File: config.mk
export PLATFORM = sky130hd
export DESIGN_NAME = sar_conv_seq
export DESIGN_NICKNAME = d
export VERILOG_FILES = /design/src/rtl/sar_seq_pkg.sv /design/src/rtl/sar_tad_gen.sv /design/src/rtl/sar_fsm.sv /design/src/rtl/sar_result_fmt.sv /design/src/rtl/sar_conv_seq.sv
export SDC_FILE = /design/constraint.sdc
export NUM_CORES = 1
export LEC_CHECK = 0
export ABC_AREA = 1
export ABC_CLOCK_PERIOD_IN_PS = 1930
export BUFFER_PORTS_ARGS = -buffer_cell sky130_fd_sc_hd__buf_2
export CAP_MARGIN = 20
export CORE_MARGIN = 3
export CORE_UTILIZATION = 50
export CTS_CLUSTER_SIZE = 16
export DETAILED_ROUTE_END_ITERATION = 16
export GPL_ROUTABILITY_DRIVEN = 0
export PLACE_DENSITY = 0.75
export SLEW_MARGIN = 10
export SYNTH_ARGS = -nofsm -noshare
export SYNTH_HDL_FRONTEND = slang
export SYNTH_SLANG_ARGS = --single-unit
File: constraint.sdc
create_clock -name clk -period 1.93 [get_ports clk]
set_clock_uncertainty 0.15 [all_clocks]
set_input_delay 0.2895 -clock clk [delete_from_list [all_inputs] [get_ports clk]]
set_output_delay 0.2895 -clock clk [all_outputs]
set_load 0.05 [all_outputs]
File: src/rtl/sar_seq_pkg.sv
package sar_seq_pkg;

    localparam int RES_W = 10;
    localparam int REG_W = 8;
    localparam int IDX_W = $clog2(RES_W);

    typedef enum logic [1:0] {
        ST_IDLE    = 2'd0,
        ST_ALIGN   = 2'd1,
        ST_SETTLE  = 2'd2,
        ST_RESOLVE = 2'd3
    } sar_state_e;

    // log2 of the divide ratio: low two select bits step by four, bit 2 doubles
    function automatic logic [2:0] div_shift(input logic [2:0] sel);
        return {sel[1:0], 1'b0} + 3'd1 + {2'b00, sel[2]};
    endfunction

    function automatic logic [6:0] div_term(input logic [2:0] sel);
        return (7'd1 << div_shift(sel)) - 7'd1;
    endfunction

    function automatic logic rc_selected(input logic [2:0] sel);
        return sel[1] & sel[0];
    endfunction

endpackage

File: src/rtl/sar_tad_gen.sv
module sar_tad_gen
    import sar_seq_pkg::*;
#(
    parameter int DIV_W       = 6,
    parameter int SYNC_STAGES = 2
) (
    input  logic       clk,
    input  logic       rst_n,
    input  logic [2:0] sel,
    input  logic       rc_clk,
    output logic       tick
);

    localparam int HIST_W = SYNC_STAGES + 1;

    logic [DIV_W-1:0]  cnt_q;
    logic [DIV_W-1:0]  term;
    logic              rc_mode;
    logic              div_tick;
    logic              rc_rise;
    logic [HIST_W-1:0] rc_pipe_q;

    assign rc_mode  = rc_selected(sel);
    assign term     = DIV_W'(div_term(sel));
    assign div_tick = (cnt_q >= term);

    always_ff @(posedge clk or negedge rst_n) begin
        if (!rst_n) begin
            cnt_q <= '0;
        end else if (rc_mode || div_tick) begin
            cnt_q <= '0;
        end else begin
            cnt_q <= cnt_q + 1'b1;
        end
    end

    // synchronizer chain plus one history flop for edge detection
    generate
        for (genvar g = 0; g < HIST_W; g++) begin : g_rc_pipe
            if (g == 0) begin : g_first
                always_ff @(posedge clk or negedge rst_n) begin
                    if (!rst_n) rc_pipe_q[g] <= 1'b0;
                    else        rc_pipe_q[g] <= rc_clk;
                end
            end else begin : g_next
                always_ff @(posedge clk or negedge rst_n) begin
                    if (!rst_n) rc_pipe_q[g] <= 1'b0;
                    else        rc_pipe_q[g] <= rc_pipe_q[g-1];
                end
            end
        end
    endgenerate

    assign rc_rise = rc_pipe_q[SYNC_STAGES-1] & ~rc_pipe_q[SYNC_STAGES];
    assign tick    = rc_mode ? rc_rise : div_tick;

endmodule

File: src/rtl/sar_fsm.sv
module sar_fsm
    import sar_seq_pkg::*;
(
    input  logic             clk,
    input  logic             rst_n,
    input  logic             tick,
    input  logic             go_set,
    input  logic             go_clr,
    input  logic             cmp_in,
    output logic             busy,
    output logic             sample_en,
    output logic [RES_W-1:0] dac_code,
    output logic             load,
    output logic [RES_W-1:0] load_data
);

    sar_state_e       state_q, state_d;
    logic [IDX_W-1:0] idx_q;
    logic [RES_W-1:0] sar_q;
    logic             last_bit;
    logic             enter_resolve;
    logic             bit_step;

    assign last_bit = (idx_q == '0);

    always_comb begin
        state_d = state_q;
        unique case (state_q)
            ST_IDLE:    if (go_set && !go_clr) state_d = ST_ALIGN;
            ST_ALIGN:   if (go_clr) state_d = ST_IDLE;
                        else if (tick) state_d = ST_SETTLE;
            ST_SETTLE:  if (go_clr) state_d = ST_IDLE;
                        else if (tick) state_d = ST_RESOLVE;
            ST_RESOLVE: if (go_clr) state_d = ST_IDLE;
                        else if (tick && last_bit) state_d = ST_IDLE;
            default:    state_d = ST_IDLE;
        endcase
    end

    always_ff @(posedge clk or negedge rst_n) begin
        if (!rst_n) state_q <= ST_IDLE;
        else        state_q <= state_d;
    end

    assign enter_resolve = (state_q == ST_SETTLE) && tick && !go_clr;
    assign bit_step      = (state_q == ST_RESOLVE) && tick && !go_clr;

    // trial register: current trial bit set, lower bits zero, upper bits decided
    always_ff @(posedge clk or negedge rst_n) begin
        if (!rst_n) begin
            sar_q <= '0;
            idx_q <= '0;
        end else if (state_d == ST_IDLE) begin
            sar_q <= '0;
            idx_q <= '0;
        end else if (enter_resolve) begin
            sar_q <= RES_W'(1) << (RES_W - 1);
            idx_q <= IDX_W'(RES_W - 1);
        end else if (bit_step) begin
            sar_q[idx_q] <= cmp_in;
            if (!last_bit) begin
                sar_q[idx_q - 1'b1] <= 1'b1;
                idx_q <= idx_q - 1'b1;
            end
        end
    end

    always_comb begin
        busy      = (state_q != ST_IDLE);
        sample_en = (state_q == ST_IDLE);
        dac_code  = sar_q;
        load      = bit_step && last_bit;
        load_data = {sar_q[RES_W-1:1], cmp_in};
    end

endmodule

File: src/rtl/sar_result_fmt.sv
module sar_result_fmt
    import sar_seq_pkg::*;
(
    input  logic             clk,
    input  logic             rst_n,
    input  logic             load,
    input  logic [RES_W-1:0] load_data,
    input  logic             right_just,
    input  logic             flag_clr,
    output logic [REG_W-1:0] res_hi,
    output logic [REG_W-1:0] res_lo,
    output logic             irq_flag
);

    localparam int SPILL = RES_W - REG_W;

    logic [REG_W-1:0] hi_d, lo_d;

    always_comb begin
        if (right_just) begin
            hi_d = {{(REG_W-SPILL){1'b0}}, load_data[RES_W-1:REG_W]};
            lo_d = load_data[REG_W-1:0];
        end else begin
            hi_d = load_data[RES_W-1:SPILL];
            lo_d = {load_data[SPILL-1:0], {(REG_W-SPILL){1'b0}}};
        end
    end

    always_ff @(posedge clk or negedge rst_n) begin
        if (!rst_n) begin
            res_hi <= '0;
            res_lo <= '0;
        end else if (load) begin
            res_hi <= hi_d;
            res_lo <= lo_d;
        end
    end

    always_ff @(posedge clk or negedge rst_n) begin
        if (!rst_n)        irq_flag <= 1'b0;
        else if (load)     irq_flag <= 1'b1;
        else if (flag_clr) irq_flag <= 1'b0;
    end

endmodule

File: src/rtl/sar_conv_seq.sv
module sar_conv_seq
    import sar_seq_pkg::*;
#(
    parameter int DIV_W       = 6,
    parameter int SYNC_STAGES = 2
) (
    input  logic        clk,
    input  logic        rst_n,
    input  logic [2:0]  clk_sel,
    input  logic        rc_clk,
    input  logic        right_just,
    input  logic        go_set,
    input  logic        go_clr,
    input  logic        flag_clr,
    input  logic        cmp_in,
    output logic        go,
    output logic        sample_en,
    output logic [9:0]  dac_code,
    output logic [7:0]  res_hi,
    output logic [7:0]  res_lo,
    output logic        irq_flag
);

    logic             tick;
    logic             load;
    logic [RES_W-1:0] load_data;

    sar_tad_gen #(
        .DIV_W      (DIV_W),
        .SYNC_STAGES(SYNC_STAGES)
    ) u_tad (
        .clk   (clk),
        .rst_n (rst_n),
        .sel   (clk_sel),
        .rc_clk(rc_clk),
        .tick  (tick)
    );

    sar_fsm u_fsm (
        .clk      (clk),
        .rst_n    (rst_n),
        .tick     (tick),
        .go_set   (go_set),
        .go_clr   (go_clr),
        .cmp_in   (cmp_in),
        .busy     (go),
        .sample_en(sample_en),
        .dac_code (dac_code),
        .load     (load),
        .load_data(load_data)
    );

    sar_result_fmt u_fmt (
        .clk       (clk),
        .rst_n     (rst_n),
        .load      (load),
        .load_data (load_data),
        .right_just(right_just),
        .flag_clr  (flag_clr),
        .res_hi    (res_hi),
        .res_lo    (res_lo),
        .irq_flag  (irq_flag)
    );

endmodule

== After elaboration in Yosys (flattened, before gate mapping) ==
Cells that the tools add are included.

* Register bits: 42
* Logic and storage cells: 74

* $add $sub $neg: 5
* Order comparisons: 5
* Equal/unequal tests: 4
* Shifts and indexed selects: 1
* Multiplexer cells: 27
* Bitwise operators: 4
* Reductions and logical operators: 18

{| class="wikitable"
|+ Operators by type and width
! kind !! count
|-
| 2-to-1 mux 10 bit || 4
|-
| 2-to-1 mux 4 bit || 4
|-
| 2-to-1 mux 8 bit || 2
|-
| 2-to-1 mux 2 bit || 7
|-
| bitwise mux 10 bit || 1
|-
| < comparator 4 x 5 -> 1 bit (second input constant) || 2
|-
| OR 10 bit || 1
|-
| logical AND 1 bit || 9
|-
| demux 1 bit (select 4 bit) || 2
|-
| >= comparator 4 x 1 -> 1 bit (second input constant) || 2
|-
| case mux 2 bit (4 select lines) || 1
|-
| adder 6 x 1 -> 6 bit (second input constant) || 1
|-
| >= comparator 6 bit || 1
|-
| 2-to-1 mux 6 bit || 1
|-
| << shifter 1 x 3 -> 6 bit (first input constant) || 1
|-
| subtractor 6 x 1 -> 6 bit (second input constant) || 1
|-
| 2-to-1 mux 1 bit || 5
|-
| == test 2 bit (second input constant) || 2
|-
| zero test 2 bit || 2
|-
| zero test 4 bit || 1
|-
| nonzero test 2 bit || 2
|-
| subtractor 4 x 1 -> 4 bit (second input constant) || 1
|-
| adder 3 x 1 -> 3 bit || 1
|-
| adder 3 x 1 -> 3 bit (second input constant) || 1
|-
| 8 further kinds || 9
|}

== Longest topological paths before layout ==
Gate-level depths: netlist of the first run.

* Depth after elaboration: 13
* Mapped depth: 19

== Hierarchy ==
From an unflattened synthesis of the first run, not the netlist that was laid out.

* Cells, all modules: 336
* Area total of the unflattened synthesis: 2617.5 um^2

{| class="wikitable"
|+ By module, submodules not included
! module !! times used !! cells an instance !! area an instance (um^2) !! sequential area each (um^2)
|-
| sar_fsm || 1 || 192 || 1365.1 || 400.4
|-
| sar_result_fmt || 1 || 77 || 694.4 || 425.4
|-
| sar_tad_gen || 1 || 67 || 558.0 || 225.2
|}

== Worst setup path after synthesis of the first run ==
OpenSTA, ideal clock, no wires.

* Kind: reg2reg
* Start point: register u_fsm.state_q[1]
* End point: register u_fsm.sar_q[0], in the netlist u_fsm.dac_code[0]
* Library setup time: 0.120 ns
* Arrival: 2.240 ns
* Data required time: 1.660 ns
* Path slack: -0.580 ns
* Stages on the path, launching flop included: 10
* Path buffers: 1
* Cell sequence: dfrtp_1 -> nor2_1 -> inv_1 -> nand2_1 -> nor2_1 -> nand2_1 -> nand4_2 -> nand2_2 -> buf_6 -> nor2_1

* Elaborated cells between the ends (all ways): 20
* Classes of those cells: eq/ne: 3; mux: 10; reduce/logical: 7

{| class="wikitable"
|+ RTL lines
! item !! line !! text
|-
| start: declaration || sar_fsm.sv:17 || <nowiki>sar_state_e state_q, state_d;</nowiki>
|-
| start signal: assignment || sar_fsm.sv:42 || <nowiki>else state_q <= state_d;</nowiki>
|-
| zero test 2 bit * || - ||
|-
| named net sample_en || sar_conv_seq.sv:17 || <nowiki>output logic sample_en,</nowiki>
|-
| case mux 2 bit (4 select lines) * || sar_fsm.sv:28 || <nowiki>unique case (state_q)</nowiki>
|-
| zero test 2 bit * || sar_fsm.sv:53 || <nowiki>end else if (state_d == ST_IDLE) begin</nowiki>
|-
| nonzero test 3 bit (no source line) / 2-to-1 mux 10 bit (equally long branches) || - ||
|-
| end signal: assignment || sar_fsm.sv:57 || <nowiki>sar_q <= RES_W'(1) << (RES_W - 1);</nowiki>
|-
| end signal: indexed assignment || sar_fsm.sv:60 || <nowiki>sar_q[idx_q] <= cmp_in;</nowiki>
|-
| end: declaration || sar_fsm.sv:19 || <nowiki>logic [RES_W-1:0] sar_q;</nowiki>
|}

Mark *: on every way through the listed nets, which the timed path passes. The rest lies on a longest branch.
A chain may end at the register's enable or synchronous reset.

== Worst setup path in the final report of the first run ==
* Start point: register u_tad.cnt_q[3]
* End point: register u_fsm.sar_q[1], in the netlist u_fsm.dac_code[1]

* Longest elaborated chain between the ends: 8
* Elaborated cells between the ends (all ways): 18
* Classes of those cells: order compare: 1; mux: 10; reduce/logical: 7

{| class="wikitable"
|+ Ends and longest elaborated chain
! item !! line !! text
|-
| start: declaration || sar_tad_gen.sv:16 || <nowiki>logic [DIV_W-1:0] cnt_q;</nowiki>
|-
| start signal: assignment || sar_tad_gen.sv:33 || <nowiki>cnt_q <= cnt_q + 1'b1;</nowiki>
|-
| >= comparator 6 bit * || sar_tad_gen.sv:25 || <nowiki>assign div_tick = (cnt_q >= term);</nowiki>
|-
| 2-to-1 mux 1 bit * || sar_tad_gen.sv:55 || <nowiki>assign tick = rc_mode ? rc_rise : div_tick;</nowiki>
|-
| logical AND 1 bit || sar_fsm.sv:35 || <nowiki>else if (tick && last_bit) state_d = ST_IDLE;</nowiki>
|-
| 2-to-1 mux 2 bit || sar_fsm.sv:35 ||
|-
| 2-to-1 mux 2 bit || sar_fsm.sv:34 || <nowiki>ST_RESOLVE: if (go_clr) state_d = ST_IDLE;</nowiki>
|-
| case mux 2 bit (4 select lines) || sar_fsm.sv:28 ||
|-
| zero test 2 bit || sar_fsm.sv:53 ||
|-
| nonzero test 3 bit (no source line) / 2-to-1 mux 10 bit (equally long branches) || - ||
|}

Every way passes the cells marked *; elsewhere a longest branch is shown, timed or not.

==> results of run 1 <==
-- cells by family (layout without fill, tap and decap cells) --
family / Yosys count / after routing
AO/OA/AOI/OAI: 38 / 38
buffers and inverters: 34 / 106
AND/OR/NAND/NOR: 150 / 150
XOR/XNOR: 5 / 5
flip-flops: 42 / 42
adder cells (fa/ha/maj): 13 / 13
-- metrics by stage --
stage | instance area (um2) | std cells | total power (W) | hold slack [ns] | worst slack (ns)
6_report | 3120 | 406 | 0.00222 | 0.0166 | -0.0267
5_1_grt | 3120 | 406 | 0.00235 | 0.0408 | -0.167
4_1_cts | 3070 | 404 | 0.00223 | 0.0162 | -0.0311
3_5_place_dp | 2880 | 394 | 0.00160 | 0.0787 | -0.470
3_3_place_gp | 2880 | 394 | 0.00159 | 0.0784 | -0.417
2_1_floorplan | 2450 | 282 | 0.00142 | -0.156 | -0.168
-- metal layers --
metal	vias up	wire (um)	global-route usage [%]
met4	0	63	5.93
met2	59	2560	32.1
met1	968	2530	30.1
met5	-	0	0
met3	7	298	3.74
li1	1073	-	-
-- timing repair --
| action | in CTS | in global routing |
|---|---|---|
| setup endpoints to repair | 31 | 31 |
| pin swaps | 11 | 4 |
| buffers inserted | 0 | 1 |
| gates resized for setup | 20 | 11 |
| hold buffers | 2 | 0 |
| gates cloned | 0 | 1 |
| endpoints found under the hold margin | 16 | 0 |
-- state kept, by name, indices dropped and copies added, names as in the netlist --
name             count
u_fmt.res_lo         8
u_fmt.res_hi         8
u_tad.cnt_q          6
u_fsm.dac_code      10
u_tad.rc_pipe_q      3
u_fmt.irq_flag       1
u_fsm.state_q        2
u_fsm.idx_q          4
-- cells in the mapped netlist (all sizes together) --
cell type	number
a21boi	1
a21oi	19
buf	6
clkbuf	1
clkinv	1
dfrtp	42
ha	13
inv	26
nand2	83
nand3	22
nand3b	1
nand4	10
nor2	29
nor3	2
nor3b	2
o211ai	3
o21a	2
o21ai	5
o21bai	1
o221ai	1
o22ai	1
o31ai	5
or2	1
xnor2	1
xor2	4
-- power by group through the flow --
stage,sequential [W],combinational (W),clock [W]
after floorplan,0.00108,0.000344,0
after global placement,0.00101,0.000580,0
after detailed placement,0.00101,0.000591,0
after CTS,0.000997,0.000611,0.000623
after global routing,0.00101,0.000680,0.000661
final,0.000996,0.000613,0.000614
-- layout make-up --
type                    count  area share, %
well taps                  52           2.08
inverters                  27           3.73
multi-input cells         206           41.8
clock inverters             2          0.401
repair buffers             71           15.6
flip-flops and latches     42           33.7
clock buffers               6           2.65
-- worst min-delay path by stage --
stage               startpoint              to  cells past startpoint
floorplan                rst_n  u_fmt.irq_flag                      0
global placement         rst_n  u_fmt.irq_flag                      1
detailed placement       rst_n  u_fmt.irq_flag                      1
CTS                   flag_clr  u_fmt.irq_flag                      2
global route          flag_clr  u_fmt.irq_flag                      2
finish                flag_clr  u_fmt.irq_flag                      2
-- cells in the final DEF (no fill, tap or decap), types with 3 or more instances in the layout --
| cell | n |
|---|---|
| ha_1 | 13 |
| nand3_1 | 17 |
| nand4_1 | 9 |
| o21ai_0 | 4 |
| nand2_2 | 9 |
| buf_4 | 24 |
| a21oi_2 | 10 |
| clkbuf_8 | 6 |
| inv_2 | 5 |
| nand2_1 | 70 |
| buf_6 | 6 |
| nand3_2 | 3 |
| xor2_1 | 3 |
| dfrtp_1 | 42 |
| inv_1 | 18 |
| o31ai_2 | 5 |
| nor2_1 | 23 |
| a21oi_1 | 9 |
| nor2_4 | 3 |
| nor2_2 | 3 |
| o211ai_1 | 3 |
| buf_2 | 37 |
==> flow_summary_export.csv, run 1 <==
group,metric,value,unit
outcome,status,"finished with violations",
outcome,violations,"setup timing",
layout,fin_util,69.8,%
global_route,grt_use_total,20.8,%
timing,slew-limit-headroom,74.3,%
floorplanning,dieArea,5620,um2
yosys,synth_mux_area_share,0,%
worst_setup_path,crit_end,"u_fsm.dac_code[1]",
placement,dpl.hpwl,3990,um
worst_setup_path,reg2reg_depth,13,
global_route,antenna_found_initial,0,
worst_setup_path,path_class,"reg2reg",
drt,ant_nets,0,
clocking,htree_num_levels,2,
layout,fillCellCount,367,
clocking,clk_pin_slew,0.09,ns
yosys,syn_inst,282,
timing,drv_slew,0,
pwr,power.internal,0.00146,W
yosys,synth-compound-area-share,10.8,%
floorplanning,fp.dieH,74.9,um
timing,fin_tns_setup,-0.129,ns
drt,drt-initial-drc-count,172,
yosys,synth_top_family_by_area,"simple AND/OR/NAND/NOR gates",
yosys,syn_area,2380,um2
layout,diodes,0,
worst_setup_path,critPathMostFrequentCell,"nand2_1",
drt,via_count,2107,
global_route,grt_pass1_wl,9000,um
layout,ff_latch_area,1050,um2
floorplanning,die_x,74.9,um
yosys,ys_top_cells_by_area,"dfrtp_1 44%, nand2_1 12%, ha_1 6.8%",
worst_setup_path,rrSetupSlack,-0.03,ns
worst_setup_path,cp_num_cells,13,
clocking,cts_tree,"yes",
timing,rsz0062_at_grt,"true",
worst_setup_path,path_cells,"ha_1 -> nand2_1 -> inv_1 -> nand2_1 -> nand2_1 -> nand2_2 -> nand2_4 -> nand3_4 -> buf_6 -> inv_8 -> nand4_1 -> a21oi_2 -> nor2_1",
global_route,grt_max_degree,23,
layout,final_nets,377,
worst_hold_path,hold_path.class,"in2reg",
floorplanning,rows,24,
worst_setup_path,slowest_delay,0.40,ns
drt,drt_wl_total,5440,um
yosys,synth_xor_area_share,2.63,%
timing,max_freq,0.511,GHz
timing,tightest_slew,0.385,ns
floorplanning,core,4470,um2
clocking,clockBufferDepth,2,
global_route,grt_pass1_vias,1942,
clocking,cts_root_buffer,"clkbuf_8",
worst_setup_path,crit_path_start,"u_tad.cnt_q[3]",
yosys,synth-adder-area-share,6.85,%
layout,multi_input_area,1310,um2
yosys,yosysUniqueCellTypes,38,
worst_setup_path,r2r-start,"u_tad.cnt_q[3]",
placement,portBuffers,39,
worst_setup_path,crit_fanout,7,
yosys,postSynthAreaPerCell,8.43,um2
yosys,yosys.area.top_type_share,44.2,%
worst_setup_path,cp.arrival,2.00,ns
timing,finalSetupViolations,9,
worst_setup_path,path_delay_family,"simple AND/OR/NAND/NOR gates",
pwr,sw_frac_of_total,34.1,%
yosys,ys_warn_count,0,
pwr,p_comb_share,27.6,%
timing,setup_ws,-0.0267,ns
pwr,p_clk_share,27.6,%
pwr,p_switching,0.000758,W
global_route,globalRoute.totalOverflow,0,
yosys,synthSimpleGateAreaFrac,29.3,%
timing,post-route-min-period,1.96,ns
pwr,powerDensity,712,nW/um2
drt,routed_via_density,5.19,
yosys,ys_seq_area_share,44.2,%
worst_setup_path,cp.buffers_inverters,3,
layout,area_growth,31.4,%
clocking,cts_sinks,42,
drt,wl_per_cell,13.4,um
clocking,clock_latency,0.30,ns
pwr,p_leak,1.57,nW
drt,drc,0,
yosys,synthesis.nets,306,
floorplanning,start_util,53.1,%
pwr,ir_drop,358,uV
worst_setup_path,cpMaxStageDelayCell,"dfrtp_1",
layout,drive_above_1_share,36.2,%
worst_setup_path,critPathLaunchType,"flip-flop",
worst_setup_path,r2r-end,"u_fsm.dac_code[1]",
floorplanning,ios,40,
job,drv_cap,0,
pwr,p_seq_share,44.8,%
drt,firstDrtPassIters,4,
worst_setup_path,endpoint_kind,"flip-flop",
yosys,ys_ff_latch,42,
timing,hold_violations,0,
timing,fin_crit_sh,101,%
yosys,synth_area_leader_cell,"dfrtp_1",
clocking,cts_buffers,5,
worst_setup_path,cp.required,1.98,ns
Note: power is estimated with default switching activity, not from simulation.
==> run 2, diff against run 1 <==
CORE_MARGIN = unset   (was 3)
PLACE_DENSITY = 0.74   (was 0.75)
SYNTH_HIERARCHICAL = 1   (was unset)
==> flow_summary_export.csv, run 2 <==
group,metric,value,unit
floorplanning,core,4880,um2
layout,drive_above_1_share,36.9,%
pwr,powerDensity,875,nW/um2
layout,final_nets,422,
clocking,clockBufferDepth,2,
worst_setup_path,critPathMostFrequentCell,"nand2_2",
yosys,ys_top_cells_by_area,"dfrtp_1 40%, nand2_1 16%, nand3_1 7.6%",
timing,finalSetupViolations,32,
floorplanning,rows,25,
layout,ff_latch_area,1050,um2
global_route,grt_use_total,23.7,%
yosys,ys_ff_latch,42,
worst_setup_path,path_delay_family,"simple AND/OR/NAND/NOR gates",
layout,final_common_cell,"nand2_1",
timing,hold_violations,0,
placement,preCtsSetupSlack,-0.635,ns
outcome,status,"finished with violations",
timing,post-route-min-period,2.25,ns
yosys,ys_seq_area_share,40.2,%
global_route,grt_pass1_vias,2266,
worst_setup_path,r2r-start,"u_tad/cnt_q[2]",
floorplanning,fp.dieH,74.4,um
layout,layout_common_cells,"100 x nand2_1, 42 x dfrtp_1, 38 x nand3_1, 36 x buf_2, 29 x inv_1",
clocking,cts_tree,"yes",
worst_setup_path,r2r-end,"u_fsm/idx_q[1]",
worst_hold_path,hold_path.class,"in2reg",
drt,drt-initial-drc-count,174,
drt,firstDrtPassIters,4,
drt,drc,0,
worst_setup_path,critPathLaunchType,"input pin",
drt,ant_nets,0,
floorplanning,dieArea,5530,um2
placement,dpl.hpwl,4280,um
layout,fillCellCount,407,
yosys,yosys.area.top_type_share,40.2,%
clocking,cts_root_buffer,"clkbuf_8",
floorplanning,die_x,74.4,um
drt,via_count,2334,
worst_setup_path,endpoint_kind,"flip-flop",
yosys,yosysMostFrequentCell,"nand2_1",
clocking,clk_pin_slew,0.09,ns
yosys,synthesis.nets,358,
yosys,synth-async-reset-ratio,100,%
global_route,globalRoute.totalOverflow,0,
yosys,yosysUniqueCellTypes,32,
pwr,ir_drop,645,uV
clocking,clock_latency,0.31,ns
worst_setup_path,cp.buffers_inverters,6,
timing,tightest_slew,0.405,ns
clocking,cts_sinks,42,
global_route,antenna_found_initial,0,
timing,setup_ws,-0.325,ns
yosys,synth_edf_count,0,
layout,multi_input_area,1420,um2
worst_setup_path,reg2reg_depth,14,
global_route,grt_max_degree,17,
pwr,p_leak,1.77,nW
clocking,htree_num_levels,2,
yosys,syn_inst,336,
worst_setup_path,cp.required,1.98,ns
global_route,grt_pass1_wl,9930,um
drt,wl_per_cell,13.0,um
floorplanning,ios,40,
worst_setup_path,path_cells,"buf_8 -> nand2_4 -> nand2_4 -> nand2_2 -> inv_2 -> buf_4 -> ha_1 -> nand2_2 -> inv_1 -> nand2_1 -> nand2_1 -> nand2_2 -> a21oi_4 -> buf_6 -> nand3_4 -> nand3_4 -> nand3b_4 -> nor2_4 -> clkbuf_16 -> a21oi_2",
worst_setup_path,slowest_delay,0.28,ns
timing,fin_crit_sh,117,%
worst_setup_path,rrSetupSlack,-0.30,ns
placement,portBuffers,39,
worst_hold_path,hp-start,"right_just",
worst_setup_path,path_class,"in2reg",
timing,drv_slew,0,
worst_setup_path,cpMaxStageDelayCell,"ha_1",
layout,area_growth,28.9,%
worst_setup_path,cp.arrival,2.31,ns
layout,fin_util,69.2,%
drt,drt_wl_total,6070,um
layout,largest_register_ffs,10,
timing,max_freq,0.444,GHz
floorplanning,start_util,53.6,%
yosys,syn_area,2620,um2
timing,slew-limit-headroom,73.0,%
worst_setup_path,crit_fanout,6,
timing,rsz0062_at_grt,"true",
outcome,violations,"setup timing",
job,drv_cap,0,
worst_hold_path,hold_depth,3,
yosys,ys_top_cells_by_count,"109 x nand2_1, 42 x dfrtp_1, 40 x nand3_1",
clocking,cts_buffers,5,
layout,diodes,0,
drt,routed_via_density,4.99,
yosys,postSynthAreaPerCell,7.79,um2
yosys,ys_warn_count,6,
yosys,synth_area_leader_cell,"dfrtp_1",
yosys,synthFlopType,"dfrtp_1",
worst_hold_path,hold_path_end,"u_fmt/res_lo[3]",
==> run 2: per-stage QoR <==
step	power, W	hold WS (ns)	cell area [um2]	cells	setup TNS [ns]
6_report	0.00295	0.182	3370	468	-8.88
5_1_grt	0.00311	0.181	3370	468	-13.25
4_1_cts	0.00279	0.160	3270	465	-6.66
3_5_place_dp	0.00213	0.0923	3040	452	-19.52
3_3_place_gp	0.00210	0.0941	3040	452	-15.85
2_1_floorplan	0.00179	-0.156	2660	336	-10.60
==> run 2: cell families (layout without fill, tap and decap cells) <==
| logic type | Yosys count | after routing | share of synthesized area [%] |
|---|---|---|---|
| simple gates | 188 | 188 | 33.3 |
| compound gates | 36 | 36 | 9.32 |
| fa+ha+maj | 11 | 11 | 5.26 |
| xor+xnor | 3 | 3 | 1.00 |
| buf+inv | 56 | 121 | 10.9 |
| flops | 42 | 42 | 40.2 |
==> run 2: what timing repair did <==
item                                    CTS  global route
endpoints found under the setup margin   32            33
hold endpoints to repair                 16             0
gates cloned                              0             1
hold buffers                              3             0
pin swaps                                 6             3
buffers inserted                          2             2
gates resized for setup                  23            20
==> run 2: where the power goes <==
part           internal (W)  switching (W)  total, W  leakage (nW)
combinational      0.000530       0.000796   0.00133          1.16
sequential         0.000960      0.0000669   0.00103         0.572
clock              0.000261       0.000339  0.000600        0.0447
==> run 2: per-layer routing <==
layer | GRT usage [%] | share of wire [%]
met1 | 28.9 | 44
met2 | 42.6 | 51
met3 | 4.88 | 3.9
met4 | 6.08 | 1.6
met5 | 0 | 0
==> run 2: how the worst max path moves through the flow <==
stage          startpoint              end  depth (start not counted)
2_1_floorplan  clk_sel[2]  u_fmt/res_hi[2]                         21
3_3_place_gp   clk_sel[0]   u_fsm/idx_q[0]                         21
3_5_place_dp   clk_sel[1]   u_fsm/idx_q[0]                         21
4_1_cts        clk_sel[1]  u_fmt/res_hi[5]                         22
5_1_grt        clk_sel[2]   u_fsm/idx_q[1]                         21
6_report       clk_sel[2]   u_fsm/idx_q[1]                         20
==> run 2: final cells by class <==
class / instances / share of cell area (%)
inverters: 38 / 4.60
multi-input cells: 238 / 42.0
flip-flops and latches: 42 / 31.1
repair buffers: 75 / 17.0
well taps: 67 / 2.48
clock inverters: 3 / 0.742
clock buffers: 5 / 2.04
==> run 2: tightest hold or removal path: stages <==
cell	delay [ns]
buf_2	0.18
nand3_1	0.09
nand2_1	0.05
